## src/rtl/uartrx_pkg.sv

```systemverilog
package uartrx_pkg;

   typedef enum logic [1:0] {
      RX_IDLE  = 2'd0,
      RX_START = 2'd1,
      RX_DATA  = 2'd2,
      RX_STOP  = 2'd3
   } rx_state_e;

   // two-of-three vote over the centre samples of a bit
   function automatic logic maj3(input logic a, input logic b, input logic c);
      return (a & b) | (a & c) | (b & c);
   endfunction

endpackage

```

## src/rtl/uartrx_line_watch.sv

```systemverilog
// Tracks line history on sample ticks: idle run length and distance to the
// most recent falling edge.
module uartrx_line_watch #(
   parameter int OVS      = 16,
   parameter int IDLE_RUN = 3,
   localparam int SLOT_W  = $clog2(OVS + 1),
   localparam int RUN_W   = $clog2(IDLE_RUN + 1)
) (
   input  logic              clk,
   input  logic              rst_n,
   input  logic              tick,
   input  logic              rxd,
   output logic              start_hit,
   output logic [SLOT_W-1:0] since_nxt
);

   localparam logic [SLOT_W-1:0] SLOT_MAX = SLOT_W'(OVS);
   localparam logic [RUN_W-1:0]  RUN_MAX  = RUN_W'(IDLE_RUN);

   logic              prev_q;
   logic [RUN_W-1:0]  run_q;
   logic [SLOT_W-1:0] since_q;
   logic              fall;

   assign fall      = prev_q & ~rxd;
   assign start_hit = tick & fall & (run_q >= RUN_MAX);

   always_comb begin
      if (fall)
         since_nxt = SLOT_W'(1);
      else if (since_q == SLOT_MAX)
         since_nxt = since_q;
      else
         since_nxt = since_q + SLOT_W'(1);
   end

   always_ff @(posedge clk or negedge rst_n) begin
      if (!rst_n) begin
         prev_q  <= 1'b1;
         run_q   <= '0;
         since_q <= SLOT_MAX;
      end else if (tick) begin
         prev_q  <= rxd;
         since_q <= since_nxt;
         if (!rxd)
            run_q <= '0;
         else if (run_q != RUN_MAX)
            run_q <= run_q + RUN_W'(1);
      end
   end

endmodule

```

## src/rtl/uartrx_frame_seq.sv

```systemverilog
// Frame sequencer: slot counter, centre-sample vote, start/data/stop walk,
// mid-frame re-phasing and shift register.
module uartrx_frame_seq
   import uartrx_pkg::*;
#(
   parameter int OVS       = 16,
   parameter int RESYNC_LO = 4,
   parameter int RESYNC_HI = 15,
   localparam int SLOT_W   = $clog2(OVS + 1)
) (
   input  logic              clk,
   input  logic              rst_n,
   input  logic              tick,
   input  logic              rxd,
   input  logic              nine_mode,
   input  logic              start_hit,
   input  logic [SLOT_W-1:0] since_nxt,
   output logic              done,
   output logic              stop_ok,
   output logic [8:0]        shreg,
   output rx_state_e         st,
   output logic              vote_fire,
   output logic              vote_val,
   output logic [SLOT_W-1:0] slot
);

   localparam logic [SLOT_W-1:0] SLOT_MAX = SLOT_W'(OVS);
   localparam logic [SLOT_W-1:0] SLOT_A   = SLOT_W'(OVS / 2);
   localparam logic [SLOT_W-1:0] SLOT_B   = SLOT_W'(OVS / 2 + 1);
   localparam logic [SLOT_W-1:0] SLOT_C   = SLOT_W'(OVS / 2 + 2);
   localparam logic [SLOT_W-1:0] RS_LO    = SLOT_W'(RESYNC_LO);
   localparam logic [SLOT_W-1:0] RS_HI    = SLOT_W'(RESYNC_HI);

   rx_state_e         st_q;
   logic [SLOT_W-1:0] slot_q, slot_inc;
   logic              voted_q, sa_q, sb_q, prev_one_q;
   logic [3:0]        idx_q, last_idx;
   logic              resync;

   assign st       = st_q;
   assign slot     = slot_q;
   assign slot_inc = (slot_q == SLOT_MAX) ? SLOT_W'(1) : slot_q + SLOT_W'(1);
   assign last_idx = nine_mode ? 4'd8 : 4'd7;

   assign vote_fire = tick & (st_q != RX_IDLE) & (slot_inc == SLOT_C) & ~voted_q;
   assign vote_val  = maj3(sa_q, sb_q, rxd);
   assign resync    = (st_q == RX_DATA) & prev_one_q & ~vote_val
                      & (since_nxt >= RS_LO) & (since_nxt <= RS_HI);

   always_ff @(posedge clk or negedge rst_n) begin
      if (!rst_n) begin
         st_q       <= RX_IDLE;
         slot_q     <= SLOT_W'(1);
         voted_q    <= 1'b0;
         sa_q       <= 1'b1;
         sb_q       <= 1'b1;
         prev_one_q <= 1'b0;
         idx_q      <= '0;
         shreg      <= '0;
         done       <= 1'b0;
         stop_ok    <= 1'b1;
      end else begin
         done <= 1'b0;
         if (tick) begin
            if (st_q == RX_IDLE) begin
               if (start_hit) begin
                  st_q       <= RX_START;
                  slot_q     <= SLOT_W'(1);
                  voted_q    <= 1'b0;
                  prev_one_q <= 1'b0;
                  idx_q      <= '0;
                  shreg      <= '0;
               end
            end else begin
               slot_q <= slot_inc;
               if (slot_inc == SLOT_W'(1)) voted_q <= 1'b0;
               if (slot_inc == SLOT_A) sa_q <= rxd;
               if (slot_inc == SLOT_B) sb_q <= rxd;
               if (vote_fire) begin
                  voted_q <= 1'b1;
                  unique case (st_q)
                     RX_START: st_q <= vote_val ? RX_IDLE : RX_DATA;
                     RX_DATA: begin
                        shreg[idx_q] <= vote_val;
                        prev_one_q   <= vote_val;
                        if (resync) slot_q <= since_nxt;
                        if (idx_q == last_idx) st_q <= RX_STOP;
                        else idx_q <= idx_q + 4'd1;
                     end
                     RX_STOP: begin
                        st_q    <= RX_IDLE;
                        done    <= 1'b1;
                        stop_ok <= vote_val;
                     end
                     default: st_q <= RX_IDLE;
                  endcase
               end
            end
         end
      end
   end

endmodule

```

## src/rtl/uartrx_hold_buf.sv

```systemverilog
// Read-only holding buffer with full, framing and overrun flags.
module uartrx_hold_buf (
   input  logic       clk,
   input  logic       rst_n,
   input  logic       load,
   input  logic       stop_ok,
   input  logic [8:0] shreg,
   input  logic       nine_mode,
   input  logic       rd,
   output logic [7:0] data,
   output logic       bit9,
   output logic       full,
   output logic       ferr,
   output logic       ovr
);

   logic busy;
   assign busy = full & ~rd;

   always_ff @(posedge clk or negedge rst_n) begin
      if (!rst_n) begin
         data <= '0;
         bit9 <= 1'b0;
         full <= 1'b0;
         ferr <= 1'b0;
         ovr  <= 1'b0;
      end else begin
         if (rd) begin
            full <= 1'b0;
            ovr  <= 1'b0;
         end
         if (load) begin
            if (busy) begin
               ovr <= 1'b1;
            end else begin
               data <= shreg[7:0];
               bit9 <= nine_mode ? shreg[8] : shreg[7];
               full <= 1'b1;
               ferr <= ~stop_ok;
            end
         end
      end
   end

endmodule

```

## src/rtl/oversamp_uart_rx.sv

```systemverilog
module oversamp_uart_rx
   import uartrx_pkg::*;
#(
   parameter int OVS       = 16,
   parameter int IDLE_RUN  = 3,
   parameter int RESYNC_LO = 4,
   parameter int RESYNC_HI = 15,
   localparam int SLOT_W   = $clog2(OVS + 1)
) (
   input  logic       clk,
   input  logic       rst_n,
   input  logic       sample_tick,
   input  logic       rxd,
   input  logic       nine_bit_mode,
   input  logic       rx_irq_en,
   input  logic       rd_strobe,
   output logic [7:0] rx_data,
   output logic       rx_bit9,
   output logic       rx_full,
   output logic       framing_err,
   output logic       overrun,
   output logic       rx_irq
);

   generate
      if (OVS < 8 || (OVS % 2) != 0) begin : g_bad_ovs
         $error("OVS must be even and at least 8");
      end
      if (IDLE_RUN < 1) begin : g_bad_run
         $error("IDLE_RUN must be at least 1");
      end
      if (RESYNC_LO < 1 || RESYNC_HI > OVS || RESYNC_LO > RESYNC_HI) begin : g_bad_window
         $error("re-phase window must lie within 1..OVS");
      end
   endgenerate

   logic              start_hit_w;
   logic [SLOT_W-1:0] since_w;
   logic              done_w, stop_ok_w, vote_fire_w, vote_val_w;
   logic [8:0]        shreg_w;
   rx_state_e         st_w;
   logic [SLOT_W-1:0] slot_w;

   uartrx_line_watch #(.OVS(OVS), .IDLE_RUN(IDLE_RUN)) i_watch (
      .clk       (clk),
      .rst_n     (rst_n),
      .tick      (sample_tick),
      .rxd       (rxd),
      .start_hit (start_hit_w),
      .since_nxt (since_w)
   );

   uartrx_frame_seq #(.OVS(OVS), .RESYNC_LO(RESYNC_LO), .RESYNC_HI(RESYNC_HI)) i_seq (
      .clk       (clk),
      .rst_n     (rst_n),
      .tick      (sample_tick),
      .rxd       (rxd),
      .nine_mode (nine_bit_mode),
      .start_hit (start_hit_w),
      .since_nxt (since_w),
      .done      (done_w),
      .stop_ok   (stop_ok_w),
      .shreg     (shreg_w),
      .st        (st_w),
      .vote_fire (vote_fire_w),
      .vote_val  (vote_val_w),
      .slot      (slot_w)
   );

   uartrx_hold_buf i_buf (
      .clk       (clk),
      .rst_n     (rst_n),
      .load      (done_w),
      .stop_ok   (stop_ok_w),
      .shreg     (shreg_w),
      .nine_mode (nine_bit_mode),
      .rd        (rd_strobe),
      .data      (rx_data),
      .bit9      (rx_bit9),
      .full      (rx_full),
      .ferr      (framing_err),
      .ovr       (overrun)
   );

   assign rx_irq = rx_full & rx_irq_en;

endmodule

```

## config.mk

```make
export PLATFORM = sky130hd
export DESIGN_NAME = oversamp_uart_rx
export DESIGN_NICKNAME = d
export VERILOG_FILES = /design/src/rtl/uartrx_pkg.sv /design/src/rtl/uartrx_line_watch.sv /design/src/rtl/uartrx_frame_seq.sv /design/src/rtl/uartrx_hold_buf.sv /design/src/rtl/oversamp_uart_rx.sv
export SDC_FILE = /design/constraint.sdc
export NUM_CORES = 1
export LEC_CHECK = 0
export CORE_MARGIN = 2
export CORE_UTILIZATION = 40
export DETAILED_ROUTE_END_ITERATION = 10
export GPL_TIMING_DRIVEN = 1
export PLACE_DENSITY = 0.63
export SYNTH_ARGS = -nofsm -noshare
export SYNTH_HDL_FRONTEND = slang
export SYNTH_SLANG_ARGS = --single-unit
```

## constraint.sdc

```tcl
create_clock -name clk -period 2.7 [get_ports clk]
set_clock_uncertainty 0.2 [all_clocks]
set_input_delay 0.54 -clock clk [delete_from_list [all_inputs] [get_ports clk]]
set_output_delay 0.54 -clock clk [all_outputs]
set_load 0.01 [all_outputs]
```

# Word level (Yosys, flattened, before mapping)
# Index checks and enable logic that the tools add are counted.
dict set report op_classes {
  n_addsub 4
  multipliers 0
  div 0
  order_cmp 5
  n_eq_ne 15
  n_shift 0
  n_mux 47
  n_bitwise 24
  reduce_logical 16
}
# operator count
set op_table {}
lappend op_table {{2-to-1 mux 5 bit} 8}
lappend op_table {{2-to-1 mux 9 bit} 4}
lappend op_table {{2-to-1 mux 4 bit} 6}
lappend op_table {{2-to-1 mux 1 bit} 19}
lappend op_table {{AND 1 bit} 15}
lappend op_table {{equality test 5 x 4 -> 1 bit, second input constant} 3}
lappend op_table {{2-to-1 mux 2 bit} 7}
lappend op_table {{AND reduction 4 bit} 3}
lappend op_table {{adder 5 x 1 -> 5 bit, second input constant} 2}
lappend op_table {{equality test 5 bit, second input constant} 2}
lappend op_table {{bitwise mux 9 bit} 1}
lappend op_table {{AND reduction 3 bit} 3}
lappend op_table {{NOT 1 bit} 7}
lappend op_table {{inequality test 2 x 1 -> 1 bit, second input constant} 3}
lappend op_table {{AND reduction 2 bit} 3}
lappend op_table {{nonzero test 2 bit} 3}
lappend op_table {{equality test 5 x 1 -> 1 bit, second input constant} 1}
lappend op_table {{greater-or-equal comparator 5 x 3 -> 1 bit, second input constant} 1}
lappend op_table {{<= comparator 5 x 4 -> 1 bit, second input constant} 1}
lappend op_table {{less-than comparator 4 x 5 -> 1 bit, second input constant} 1}
lappend op_table {{AND reduction 5 bit} 1}
lappend op_table {{adder 4 x 1 -> 4 bit, second input constant} 1}
lappend op_table {{demux 1 bit (select 4 bit)} 1}
lappend op_table {{equality test 2 bit, second input constant} 2}
lappend op_table {{12 further kinds} 13}
dict set report word_totals {
  reg_bits 46
  latch_bits 0
  ram_bits 0
  rom_bits 0
  inputBits 7
  out_inout_bits 13
  word_cells 129
  n_memories 0
}

# Depth between registers and ports, before layout
# Gate-level depths: netlist of run 1.
dict set report depth {
  word_depth 11
  mapped_depth 8
  mapped_depth_nobuf 7
}

# Modules after synthesis
# A second synthesis of run 1 with hierarchy kept.
dict set report unflattened {
  cells_unflattened 256
  area_unflattened_um2 2815.2
}
# mod instances cells_each area_each_um2 seq_area_each_um2
set by_module_without_submodules {}
lappend by_module_without_submodules {uartrx_frame_seq 1 170 1722.9 655.6}
lappend by_module_without_submodules {uartrx_line_watch 1 54 571.8 202.7}
lappend by_module_without_submodules {uartrx_hold_buf 1 31 514.2 300.3}
lappend by_module_without_submodules {oversamp_uart_rx 1 1 6.3 0.0}

# Worst setup path before layout of run 1
# OpenSTA, ideal clock, no wires.
dict set report synth_timing {
  path_type {register -> register}
  from {register i_seq.slot_q[0], in the netlist i_seq.slot[0]}
  to {register i_seq.stop_ok}
  setup_time_ns 0.082
  t_arrival_ns 2.183
  t_required_ns 2.418
  slack_ns 0.235
  stages_incl_launch_ff 9
  path_buffers 1
  period_less_slack_ns 2.465
  path_cell_list {dfstp_2 buf_2 inv_1 ha_1 and4bb_4 or3_4 o211a_4 and2_4 mux2_4}
}
dict set report synth_between {
  elab_chain_len 6
  elab_cells_between_ends 7
  classes_between {1 x add/sub; 2 x eq/ne; 1 x mux; 2 x bitwise; 1 x reduce/logical}
}
# element line_no
set synth_lines {}
lappend synth_lines {{start, declared} uartrx_frame_seq.sv:35} ;# logic [SLOT_W-1:0] slot_q, slot_inc;
lappend synth_lines {{start signal, assigned} uartrx_frame_seq.sv:75} ;# slot_q <= slot_inc;
lappend synth_lines {{start signal, assigned} uartrx_frame_seq.sv:86} ;# if (resync) slot_q <= since_nxt;
lappend synth_lines {{adder 5 x 1 -> 5 bit / equality test 5 bit (equally long branches)} uartrx_frame_seq.sv:42} ;# assign slot_inc = (slot_q == SLOT_MAX) ? SLOT_W'(1) : slot_q + SLOT_W'(1);
lappend synth_lines {{2-to-1 mux 5 bit (*)} uartrx_frame_seq.sv:42}
lappend synth_lines {{equality test 5 x 4 -> 1 bit (*)} uartrx_frame_seq.sv:45} ;# assign vote_fire = tick & (st_q != RX_IDLE) & (slot_inc == SLOT_C) & ~voted_q;
lappend synth_lines {{AND 1 bit (*) (2 in a row)} uartrx_frame_seq.sv:45}
lappend synth_lines {{AND reduction 4 bit (no line) (*)} -}
lappend synth_lines {{end signal, assigned} uartrx_frame_seq.sv:93} ;# stop_ok <= vote_val;
lappend synth_lines {{end, declared} uartrx_frame_seq.sv:19} ;# output logic stop_ok,
# Every way passes the cells marked *; elsewhere a longest branch is shown, timed or not.
# A chain may end at the register's enable or synchronous reset.

# Worst setup path after layout of run 1
dict set report layout_timing {
  from {register i_seq.slot_q[0], in the netlist i_seq.slot[0]}
  to {register i_seq.idx_q[3]}
}
dict set report layout_between {
  elab_chain_len 7
  elab_cells_between_ends 8
  classes_between {1 x add/sub; 2 x eq/ne; 1 x mux; 2 x bitwise; 2 x reduce/logical}
}
# element line_no
set layout_lines {}
lappend layout_lines {{adder 5 x 1 -> 5 bit / equality test 5 bit (equally long branches)} uartrx_frame_seq.sv:42}
lappend layout_lines {{2-to-1 mux 5 bit (*)} uartrx_frame_seq.sv:42}
lappend layout_lines {{equality test 5 x 4 -> 1 bit (*)} uartrx_frame_seq.sv:45}
lappend layout_lines {{AND 1 bit (*) (2 in a row)} uartrx_frame_seq.sv:45}
lappend layout_lines {{nonzero test 2 bit (no line) (*)} -}
lappend layout_lines {{AND reduction 5 bit (no line) (*)} -}
lappend layout_lines {{end signal, assigned} uartrx_frame_seq.sv:88} ;# else idx_q <= idx_q + 4'd1;
lappend layout_lines {{end, declared} uartrx_frame_seq.sv:37} ;# logic [3:0] idx_q, last_idx;
# Marked as above.

==> run_results.csv, run 1 <==
group,metric,value,unit
yosys,synth.avg_cell_area,9.761,um2
sta,maxSlewViolCount,0,
worst_setup_path,required,2.73,ns
route,viasPerCell,5.450,
cts,clk_path_buf_depth,2,
worst_setup_path,r2r-start,"i_seq.slot[0]$_DFFE_PN1P_",
power,seq_power_share,39.5,%
outcome,status,"finished, violations left",
route,drc,0,
yosys,synth_top_family_by_area,"simple AND/OR/NAND/NOR gates",
cts,path_clk_slew,0.09,ns
power,p_sw_share,40.76,%
cts,htree_levels,2,
power,intPower,1.466,mW
placement,gp_congestion,0.8380,
yosys,synthesis.area,2801,um2
sta,worst_pin_slew,0.4360,ns
worst_setup_path,critPathMaxFanout,12,
sta,finalHoldViolations,2,
sta,finalSetupViolCount,0,
power,power.leakage,1.489,nW
sta,fmax,389.9,MHz
yosys,synth.distinct_cells,61,
grt,use_met3,2.639,%
final_layout,fillers,648,
route,drt_wl_total,5910,um
worst_setup_path,r2r-end,"i_seq.idx_q[3]$_DFFE_PN0P_",
floorplan,fp.dieArea,7689,um2
cts,cts_resized,0,
floorplan,rows,30,
floorplan,initial_core_util,41.23,%
power,ir_drop,0.0004741,V
yosys,synthMuxAreaShare,5.628,%
yosys,synthFlopType,"dfrtp_1",
job,drv_cap,0,
worst_setup_path,r2r_setup_slack,0.14,ns
grt,grt_pass1_vias,2151,
sta,whs,-0.01222,ns
worst_setup_path,critical-path-top-delay-family,"simple AND/OR/NAND/NOR gates",
yosys,syn-num-nets,307,
final_layout,drive_gt1_share,17.78,%
route,wl_per_cell,14.38,um
cts,cts_sinks,46,
worst_setup_path,worstSetupStartpoint,"i_seq.slot[0]$_DFFE_PN1P_",
grt,grt_antenna_before_repair,0,
floorplan,die_x,87.69,um
grt,grt_overflow,0,
yosys,synth_async_sr_flop_share,100.0,%
power,comb_power_share,42.4,%
outcome,violations,"hold timing",
floorplan,pin_count,20,
yosys,synthCells,287,
yosys,synth-seq-area-share,41.36,%
sta,setup_ws,0.1355,ns
worst_setup_path,critPathKind,"reg2reg",
grt,grt_max_degree,47,
yosys,yosysWarnings,0,
floorplan,fp.dieH,87.69,um
power,clock_power_share,18.0,%
worst_setup_path,critPathCapture,"i_seq.idx_q[3]$_DFFE_PN0P_",
cts,cts_setup_buffers,0,
worst_setup_path,crit_arrival,2.59,ns
grt,grt_busiest_layer,"met2",
sta,grt_setup_unrepaired,"no",
final_layout,antenna_cells,0,
yosys,ys_ff_latch,46,
route,drtIter0Drc,141,
worst_setup_path,crit_chain,"inv_1 -> ha_1 -> and4bb_4 -> nor3_4 -> o211ai_4 -> or4_1 -> a21oi_1",
sta,post-route-period-util,94.98,%
route,first_pass_iters,4,
placement,hpwl,4329,um
yosys,synth-xor-area-share,1.876,%
worst_setup_path,worstRegToRegCells,7,
final_layout,finalNetCount,334,
sta,finalSetupTns,0,ns
grt,met1_usage,25.07,%
yosys,yosys.area_share.adder,6.163,%
worst_setup_path,worst_setup_path_end_kind,"register",
placement,pre_cts_ws,0.06806,ns
yosys,synth_compound_area_share,19.56,%
worst_setup_path,slowest_delay,0.66,ns
placement,port_buffers,19,
cts,cts_buffers,5,
worst_setup_path,cp.depth,7,
cts,cts_tree,"yes",
power,switchingPower,1.009,mW
cts,clk_latency,0.30,ns
yosys,synth-edff-count,0,
route,vias,2240,
min_path,hold_class,"in2async",
sta,slew_headroom,70.87,%
route,ant_nets,0,
worst_setup_path,path_buf_inv,1,
grt,grt_pass1_wl,10410,um
grt,grt.met2_usage,25.90,%
cts,cts-root-buf,"clkbuf_8",
final_layout,syn2layout_area_growth,16.17,%
worst_setup_path,cp-start-kind,"register",
yosys,synth-simple-area-share,20.32,%
power,power_density,760.4,nW/um2
grt,grtUsageTotal,16.95,%
sta,period_minus_slack,2.564,ns
cts,cts_hold_buf,0,
floorplan,coreArea,6794,um2
worst_setup_path,cp_slowest_cell,"dfstp_2",
-- how the worst min path moves through the flow --
stage,end,slack [ns],depth (start not counted)
global route,i_seq.prev_one_q$_DFFE_PN0P_,0.02,2
detailed placement,i_buf.ferr$_DFFE_PN0P_,0.27,2
global placement,i_buf.bit9$_DFFE_PN0P_,0.27,2
floorplan,i_buf.bit9$_DFFE_PN0P_,0.04,0
finish,i_watch.since_q[0]$_DFFE_PN0P_,-0.01,2
CTS,i_buf.bit9$_DFFE_PN0P_,0.01,2
-- flip-flops by register name (all words and copies together) (netlist names), 2 cells and up --
register,flops
i_seq.idx_q,4
i_seq.shreg,9
i_watch.run_q,2
i_seq.slot,5
i_seq.st,2
i_watch.since_q,5
i_buf.data,8
-- through the flow --
stage / cells / power (mW) / utilization (%) / cell area [um2] / hold slack (ns)
global placement: 403 / 2.007 / 46.52 / 3161 / 0.2656
detailed placement: 403 / 2.023 / 46.52 / 3161 / 0.2707
finish: 411 / 2.475 / 47.90 / 3254 / -0.01222
CTS: 411 / 2.482 / 47.90 / 3254 / 0.01280
floorplan: 287 / 1.755 / - / 2801 / 0.04441
global route: 411 / 2.667 / 47.90 / 3254 / 0.01617
-- power groups by stage --
stage	Sequential (mW)	Clock, mW	Combinational [mW]
6_report	0.978	0.446	1.05
5_1_grt	1.00	0.491	1.18
4_1_cts	0.975	0.461	1.04
3_5_place_dp	0.986	0	1.04
3_3_place_gp	0.982	0	1.02
2_1_floorplan	0.890	0	0.865
-- Yosys cell counts (2+ instances only) --
| library cell | count | area, um2 |
|---|---|---|
| mux2_2 | 10 | 112.6 |
| xnor2_1 | 3 | 26.28 |
| nor2_1 | 10 | 37.54 |
| o22ai_1 | 3 | 18.77 |
| o311ai_0 | 5 | 43.79 |
| a21o_1 | 13 | 97.59 |
| dfrtp_1 | 40 | 1001 |
| inv_1 | 17 | 63.81 |
| nor2b_1 | 7 | 43.79 |
| and2_1 | 4 | 25.02 |
| ha_1 | 13 | 162.7 |
| a21oi_1 | 8 | 40.04 |
| nand4_1 | 4 | 25.02 |
| nand3_1 | 15 | 75.07 |
| a31oi_1 | 2 | 12.51 |
| o21ai_0 | 19 | 95.09 |
| or4_1 | 2 | 15.01 |
| clkbuf_1 | 7 | 26.28 |
| o211ai_1 | 2 | 15.01 |
| dfstp_2 | 6 | 157.7 |
| and3_1 | 4 | 25.02 |
| buf_2 | 6 | 30.03 |
| mux2i_1 | 3 | 30.03 |
| o311a_1 | 4 | 40.04 |
| nand2b_1 | 4 | 25.02 |
| nor3_1 | 4 | 20.02 |
| a31o_2 | 2 | 17.52 |
| xor2_1 | 3 | 26.28 |
| nand2_1 | 29 | 108.9 |
| a22oi_1 | 2 | 15.01 |
| o31ai_1 | 5 | 37.54 |
| buf_6 | 2 | 22.52 |
-- layout by cell type, fill, tap and decap left out, drive strengths merged, types with 2 or more instances in the layout --
cell type | Yosys | final
dfrtp | 40 | 40
nand2 | 29 | 29
o21ai | 19 | 19
clkdlybuf4s50 | 0 | 18
inv | 17 | 18
buf | 8 | 17
nand3 | 15 | 15
a21o | 13 | 13
ha | 13 | 13
nor2 | 11 | 11
mux2 | 11 | 11
a21oi | 8 | 8
nor2b | 7 | 7
dfstp | 6 | 6
o311ai | 5 | 5
o31ai | 5 | 5
clkbuf | 7 | 5
and2 | 5 | 5
nor3 | 5 | 5
nand2b | 4 | 4
and3 | 4 | 4
nand4 | 4 | 4
o311a | 4 | 4
mux2i | 3 | 3
xor2 | 3 | 3
xnor2 | 3 | 3
o22ai | 3 | 3
o211ai | 3 | 3
a22oi | 2 | 2
a31oi | 2 | 2
or4 | 2 | 2
a31o | 2 | 2
or2 | 2 | 2
nor4 | 2 | 2
o32a | 2 | 2
-- kinds of logic after synthesis --
| logic type | count (synthesis) |
|---|---|
| buffers and inverters | 32 |
| adder cells (fa/ha/maj) | 14 |
| AND/OR/NAND/NOR | 100 |
| flip-flops | 46 |
| XOR/XNOR | 6 |
| AO/OA/AOI/OAI | 75 |
| multiplexers | 14 |
-- routing by layer --
metal | part of all wire (%) | up-vias
met5 | 0 | -
met1 | 50 | 1092
met4 | 1.2 | 0
met3 | 3.5 | 6
li1 | - | 1097
met2 | 45 | 45
-- final cells by class --
type,instances,area (um2),share of cell area (%)
Clock inverter,3,25.02,0.7689
Timing Repair Buffer,35,317.8,9.765
Inverter,17,63.81,1.961
Tap cell,96,120.1,3.691
Sequential cell,46,1159,35.60
Clock buffer,5,68.82,2.115
Multi-Input combinational cell,209,1500,46.10
Note: power is estimated with default switching activity, not from simulation.
==> run 2: changes to the inputs <==
--- a/config.mk
+++ b/config.mk
@@ -8,8 +8,9 @@
 export CORE_MARGIN = 2
 export CORE_UTILIZATION = 40
 export DETAILED_ROUTE_END_ITERATION = 10
-export GPL_TIMING_DRIVEN = 1
+export GPL_TIMING_DRIVEN = 0
 export PLACE_DENSITY = 0.63
+export REMOVE_ABC_BUFFERS = 1
 export SYNTH_ARGS = -nofsm -noshare
 export SYNTH_HDL_FRONTEND = slang
 export SYNTH_SLANG_ARGS = --single-unit
==> run 2 against run 1 <==
Sequential share of layout area is 0.58 points higher. First-iteration DRC count increased by 9.2%. Non-clock buffer count down 11. Die area unchanged. Critical path type unchanged. Wire length down 4.3%. The flow now finishes without violations. Clock power is 18% higher. Cell count decreased by 2.7%. Fmax grew 1.9%. Total power grew 0.57%. Critical path depth unchanged.
==> run_results.csv, run 2 (synthesis results as in run 1) <==
group,metric,value,unit
outcome,status,"finished clean",
power,seq_power_share,39.5,%
cts,clk_path_buf_depth,2,
worst_setup_path,critPathKind,"reg2reg",
sta,grt_setup_unrepaired,"no",
final_layout,fin_cells,400,
floorplan,fp.dieH,87.69,um
sta,maxSlewViolCount,0,
grt,grt_pass1_vias,2047,
sta,setup_ws,0.1824,ns
grt,grt_max_degree,35,
final_layout,layout_common_cells,"dfrtp_1, nand2_1, o21ai_0",
sta,period_minus_slack,2.518,ns
placement,dp_cells,388,
power,switchingPower,976.1,uW
placement,hpwl,4050,um
final_layout,finalNetCount,323,
sta,finalSetupViolCount,0,
power,power_density,777.3,nW/um2
worst_setup_path,worst_setup_path_end_kind,"register",
power,comb_power_share,39.3,%
route,drtIter0Drc,154,
floorplan,pin_count,20,
floorplan,rows,30,
power,ir_drop,0.0002838,V
final_layout,antenna_cells,0,
cts,clk_latency,0.31,ns
placement,gp_congestion,0.8209,
worst_setup_path,crit_arrival,2.56,ns
sta,finalHoldViolations,0,
worst_setup_path,critPathMaxFanout,8,
placement,pre_cts_ws,-0.7720,ns
sta,worst_pin_slew,0.6200,ns
grt,grtUsageTotal,16.04,%
final_layout,syn2layout_area_growth,14.29,%
sta,slew_headroom,58.67,%
worst_setup_path,r2r-start,"i_seq.slot[0]$_DFFE_PN1P_",
min_path,min_from,"i_buf.ferr$_DFFE_PN0P_",
cts,cts_tree,"yes",
min_path,hold_class,"reg2reg",
power,intPower,1.513,mW
power,p_sw_share,39.22,%
power,clock_power_share,21.2,%
route,wl_per_cell,14.13,um
cts,cts-root-buf,"clkbuf_8",
placement,port_buffers,19,
route,first_pass_iters,4,
job,drv_cap,0,
cts,cts_buffers,5,
route,ant_nets,0,
route,drc,0,
cts,cts_sinks,46,
grt,grt_antenna_before_repair,0,
grt,grt_overflow,0,
final_layout,top_register,"i_seq.shreg",
final_layout,fillers,621,
sta,whs,0.2917,ns
sta,post-route-period-util,93.24,%
route,viasPerCell,5.320,
floorplan,initial_core_util,41.23,%
worst_setup_path,cp-start-kind,"register",
final_layout,drive_gt1_share,15.46,%
final_layout,layout_commonest_cell,"dfrtp_1",
floorplan,coreArea,6794,um2
cts,htree_levels,2,
floorplan,die_x,87.69,um
route,vias,2128,
final_layout,reg_top3,"i_seq.shreg: 9 flops, i_buf.data: 8 flops",
grt,grt_pass1_wl,9777,um
cts,path_clk_slew,0.09,ns
power,power.leakage,1.448,nW
final_layout,largest_reg_flops,9,
route,drt_wl_total,5653,um
worst_setup_path,required,2.74,ns
floorplan,fp.dieArea,7689,um2
sta,fmax,397.2,MHz
worst_setup_path,worstSetupStartpoint,"i_seq.slot[0]$_DFFE_PN1P_",
## run 2: worst paths after layout
check,to,slack [ns],cells past startpoint
hold reg to reg,i_buf.ferr$_DFFE_PN0P_,0.29,2
setup / recovery,i_seq.idx_q[2]$_DFFE_PN0P_,0.18,7
setup reg to reg,i_seq.idx_q[2]$_DFFE_PN0P_,0.18,7
min in group asynchronous,i_watch.since_q[0]$_DFFE_PN0P_,0.45,2
hold / removal,i_buf.ferr$_DFFE_PN0P_,0.29,2
max in group asynchronous,i_seq.stop_ok$_DFFE_PN1P_,1.30,3
## run 2: area by class of cell
| type | count | area [um2] | share of cell area [%] |
|---|---|---|---|
| clock buffer | 5 | 68.82 | 2.149 |
| multi-input combinational | 209 | 1508 | 47.09 |
| inverter | 17 | 63.81 | 1.993 |
| clock inverter | 3 | 43.79 | 1.368 |
| tap | 96 | 120.1 | 3.751 |
| timing repair buffer | 24 | 239.0 | 7.464 |
| sequential | 46 | 1159 | 36.19 |
## run 2: power by group through the flow
stage                     combinational, mW  clock (mW)  sequential, mW
after floorplan                       0.732           0           0.958
after global placement                0.908           0            1.00
after detailed placement              0.922           0            1.00
after CTS                             0.924       0.540           0.990
after global routing                   1.09       0.568            1.01
final                                 0.979       0.528           0.982
## run 2: metal layers
layer	GRT usage, %	routed length [um]	vias up	share of wire, %
met3	3.205	123	5	2.2
met2	24.17	2558	27	45
met4	6.154	80	0	1.4
met5	0	0	-	0
li1	-	-	1077	-
met1	22.81	2891	1019	51
## run 2: repair_timing
item	in CTS	in global routing
gates resized for setup	3	2
setup endpoints to repair	21	9
hold buffers	1	0
endpoints found under the hold margin	7	0
pin swaps	0	0
buffers inserted	1	2
## run 2: metrics by stage
stage | cell area [um2] | util (%) | total power, mW | TNS (ns)
floorplan | 2723 | - | 1.690 | 0
global placement | 3033 | 44.64 | 1.909 | -29.71
detailed placement | 3048 | 44.86 | 1.925 | -13.78
CTS | 3179 | 46.80 | 2.454 | 0
global route | 3202 | 47.13 | 2.669 | 0
finish | 3202 | 47.13 | 2.489 | 0
## run 2: critical path: stages, from the launching register on
cell and delay (ns):
dfstp_2 0.59, inv_1 0.06, ha_1 0.42, nand3b_1 0.16, nor3_4 0.20, o211ai_4 0.15
or4_1 0.50, a21oi_1 0.17
==> run 3: changes to the inputs <==
--- a/config.mk
+++ b/config.mk
@@ -13,4 +13,5 @@
 export REMOVE_ABC_BUFFERS = 1
 export SYNTH_ARGS = -nofsm -noshare
 export SYNTH_HDL_FRONTEND = slang
+export SYNTH_HIERARCHICAL = 1
 export SYNTH_SLANG_ARGS = --single-unit
==> run 3 against run 2 <==
Final area grew 4.0%. Total power decreased by 2.5%. Global-route usage is 0.79 points lower. Sequential power is 2% higher. Core utilization grew 1.9 points. Flip-flop and latch count unchanged. First-iteration DRC count decreased by 43%. Count of clock-buffer cells in the layout is the same. Critical path depth is 2 higher. Sequential share of layout area shrank 1.3 points. Fmax down 2.8%. Worst hold slack better by 0.011 ns.
==> run_results.csv, run 3 <==
group,metric,value,unit
route,wl_per_cell,14.36,um
yosys,ys_ff_latch,46,
final_layout,antenna_cells,0,
cts,htree_levels,2,
power,comb_power_share,37.4,%
cts,cts_tree,"yes",
final_layout,syn2layout_area_growth,18.31,%
grt,grt_pass1_vias,1982,
worst_setup_path,cp-start-kind,"register",
floorplan,pin_count,20,
sta,post-route-period-util,95.97,%
yosys,synth-seq-area-share,41.16,%
final_layout,layout_common_cells,"dfrtp_1, nand2_1, clkdlybuf4s50_1",
final_layout,drive_gt1_share,23.51,%
sta,finalHoldViolations,0,
route,ant_nets,0,
worst_setup_path,critPathKind,"reg2reg",
power,p_sw_share,36.52,%
yosys,synth_async_sr_flop_share,100.0,%
grt,grt_max_degree,33,
yosys,synthTopCellsByArea,"dfrtp_1, ha_1, dfstp_2",
floorplan,initial_core_util,41.44,%
sta,maxSlewViolCount,0,
cts,clk_path_buf_depth,2,
yosys,synth.avg_cell_area,11.00,um2
power,ir_drop,0.0004702,V
sta,grt_setup_unrepaired,"yes",
yosys,netlist_top_cells_count,"dfrtp_1, nand2_1, ha_1",
route,drt_wl_total,5471,um
placement,hpwl,3766,um
placement,gp_congestion,0.8245,
worst_setup_path,r2r-start,"i_watch/since_q[0]$_DFFE_PN0P_",
yosys,synth.distinct_cells,70,
grt,grt_overflow,0,
final_layout,finalNetCount,307,
floorplan,rows,30,
power,power.leakage,1.491,nW
cts,cts_buffers,5,
yosys,synthesis.area,2815,um2
min_path,min_from,"i_buf/ovr$_DFF_PN0_",
yosys,yosys.cell_count.top_type,"dfrtp_1",
cts,cts-root-buf,"clkbuf_8",
grt,grt_pass1_wl,9384,um
final_layout,reg_top3,"i_seq/shreg: 9 flops, i_buf/data: 8 flops",
floorplan,fp.dieArea,7725,um2
power,switchingPower,886.5,uW
route,viasPerCell,5.273,
power,power_density,728.9,nW/um2
final_layout,multi_input_area,1594,um2
worst_setup_path,critPathMaxFanout,4,
sta,slew_headroom,62.79,%
final_layout,fillers,623,
outcome,status,"finished clean",
grt,grt_antenna_before_repair,0,
sta,finalSetupTns,0,ns
sta,fmax,385.9,MHz
yosys,synthCells,256,
worst_setup_path,worstSetupStartpoint,"i_watch/since_q[0]$_DFFE_PN0P_",
route,drtIter0Drc,88,
floorplan,die_x,87.89,um
worst_setup_path,crit_arrival,2.62,ns
power,seq_power_share,41.1,%
final_layout,top_register,"i_seq/shreg",
min_path,hold_class,"reg2reg",
cts,cts_sinks,46,
route,vias,2009,
route,first_pass_iters,4,
worst_setup_path,required,2.73,ns
cts,path_clk_slew,0.09,ns
final_layout,largest_reg_flops,9,
yosys,synth_top_area_share,35.56,%
sta,worst_pin_slew,0.5577,ns
floorplan,coreArea,6794,um2
job,drv_cap,0,
yosys,synth-edff-count,0,
power,power,2.428,mW
route,drc,0,
cts,clk_latency,0.30,ns
final_layout,layout_commonest_cell,"dfrtp_1",
yosys,yosysWarnings,6,
grt,grtUsageTotal,15.26,%
placement,port_buffers,19,
sta,period_minus_slack,2.591,ns
power,clock_power_share,21.5,%
worst_setup_path,r2r_setup_slack,0.11,ns
sta,finalSetupViolCount,0,
floorplan,fp.dieH,87.89,um
worst_setup_path,worst_setup_path_end_kind,"register",
final_layout,regArea,1161,um2
yosys,synth_largest_area_cell,"dfrtp_1",
power,intPower,1.541,mW
yosys,synthFlopType,"dfrtp_1",
-- run 3: changes by cell type after synthesis, sizes merged, moves of 5 or more --
| cell | before | now |
|---|---|---|
| a21o | 13 | 1 |
| mux2i | 3 | 13 |
| clkbuf | 7 | 2 |
| nand3b | 1 | 7 |
| o21ai | 19 | 8 |
| nand3 | 15 | 9 |
-- run 3: cells by family (layout without fill, tap and decap cells) --
group	after synthesis	count (layout)	synth area share [%]
and+or+nand+nor	92	92	21.96
AOI/OAI and AO/OA	48	48	12.89
DFF	46	46	41.16
muxes	25	25	10.49
buffers and inverters	22	51	3.866
adders and majority gates	17	17	7.511
xor gates and xnor gates	6	6	2.134
-- run 3: critical path, cell delays in order, from the launching register on --
cell	delay, ns
dfrtp_1	0.41
ha_1	0.27
nand3_2	0.12
xor2_1	0.15
nor2_1	0.06
or4b_4	0.55
nor4_4	0.40
buf_4	0.17
a221oi_1	0.06
o21ai_1	0.13
-- run 3: timing repair --
action,4_1_cts,5_1_grt
endpoints found under the setup margin,14,15
buffers inserted,4,5
pin swaps,2,1
hold buffers,1,0
resized for setup,5,13
endpoints found under the hold margin,14,0
-- run 3: power groups by stage --
stage,registers [mW],logic (mW),clock network [mW]
final,0.999,0.908,0.521
after global routing,1.03,1.00,0.573
after CTS,0.994,0.842,0.545
after detailed placement,1.01,0.762,0
after global placement,1.00,0.740,0
after floorplan,0.966,0.597,0
-- run 3: metal layers --
metal	GRT usage, %	vias to the layer above	wire length, um
met5	0	-	0
met4	5.455	0	88
met3	3.016	10	186
met2	23.97	43	2521
met1	20.98	976	2673
li1	-	980	-
-- run 3: layout make-up --
type	count	area share, %
inverter	13	1.465
multi-input combinational	188	47.86
clock buffer	5	2.066
tap	96	3.606
timing repair buffer	30	8.828
clock inverter	3	1.315
sequential	46	34.86
-- run 3: per-stage QoR --
step	hold WS [ns]	worst slack (ns)	util (%)	cells	instance area, um2
after floorplan	0.04441	0.2289	-	247	2755
after global placement	0.2785	-0.6020	45.12	362	3065
after detailed placement	0.2740	-0.6261	45.34	363	3080
after CTS	0.3071	0.009462	47.92	376	3256
after global routing	0.3393	-0.02099	49.02	381	3331
final	0.3031	0.1088	49.02	381	3331
-- run 3: path summary, 6_finish.rpt --
kind,endpoint,cells past startpoint
min in group asynchronous,i_seq/shreg[0]$_DFFE_PN0P_,2
max in group asynchronous,i_seq/slot[0]$_DFFE_PN1P_,3
worst max-delay path,i_seq/slot[2]$_DFFE_PN0P_,9
worst max register to register,i_seq/slot[2]$_DFFE_PN0P_,9
worst min register to register,i_buf/ovr$_DFF_PN0_,2
worst min-delay path,i_buf/ovr$_DFF_PN0_,2
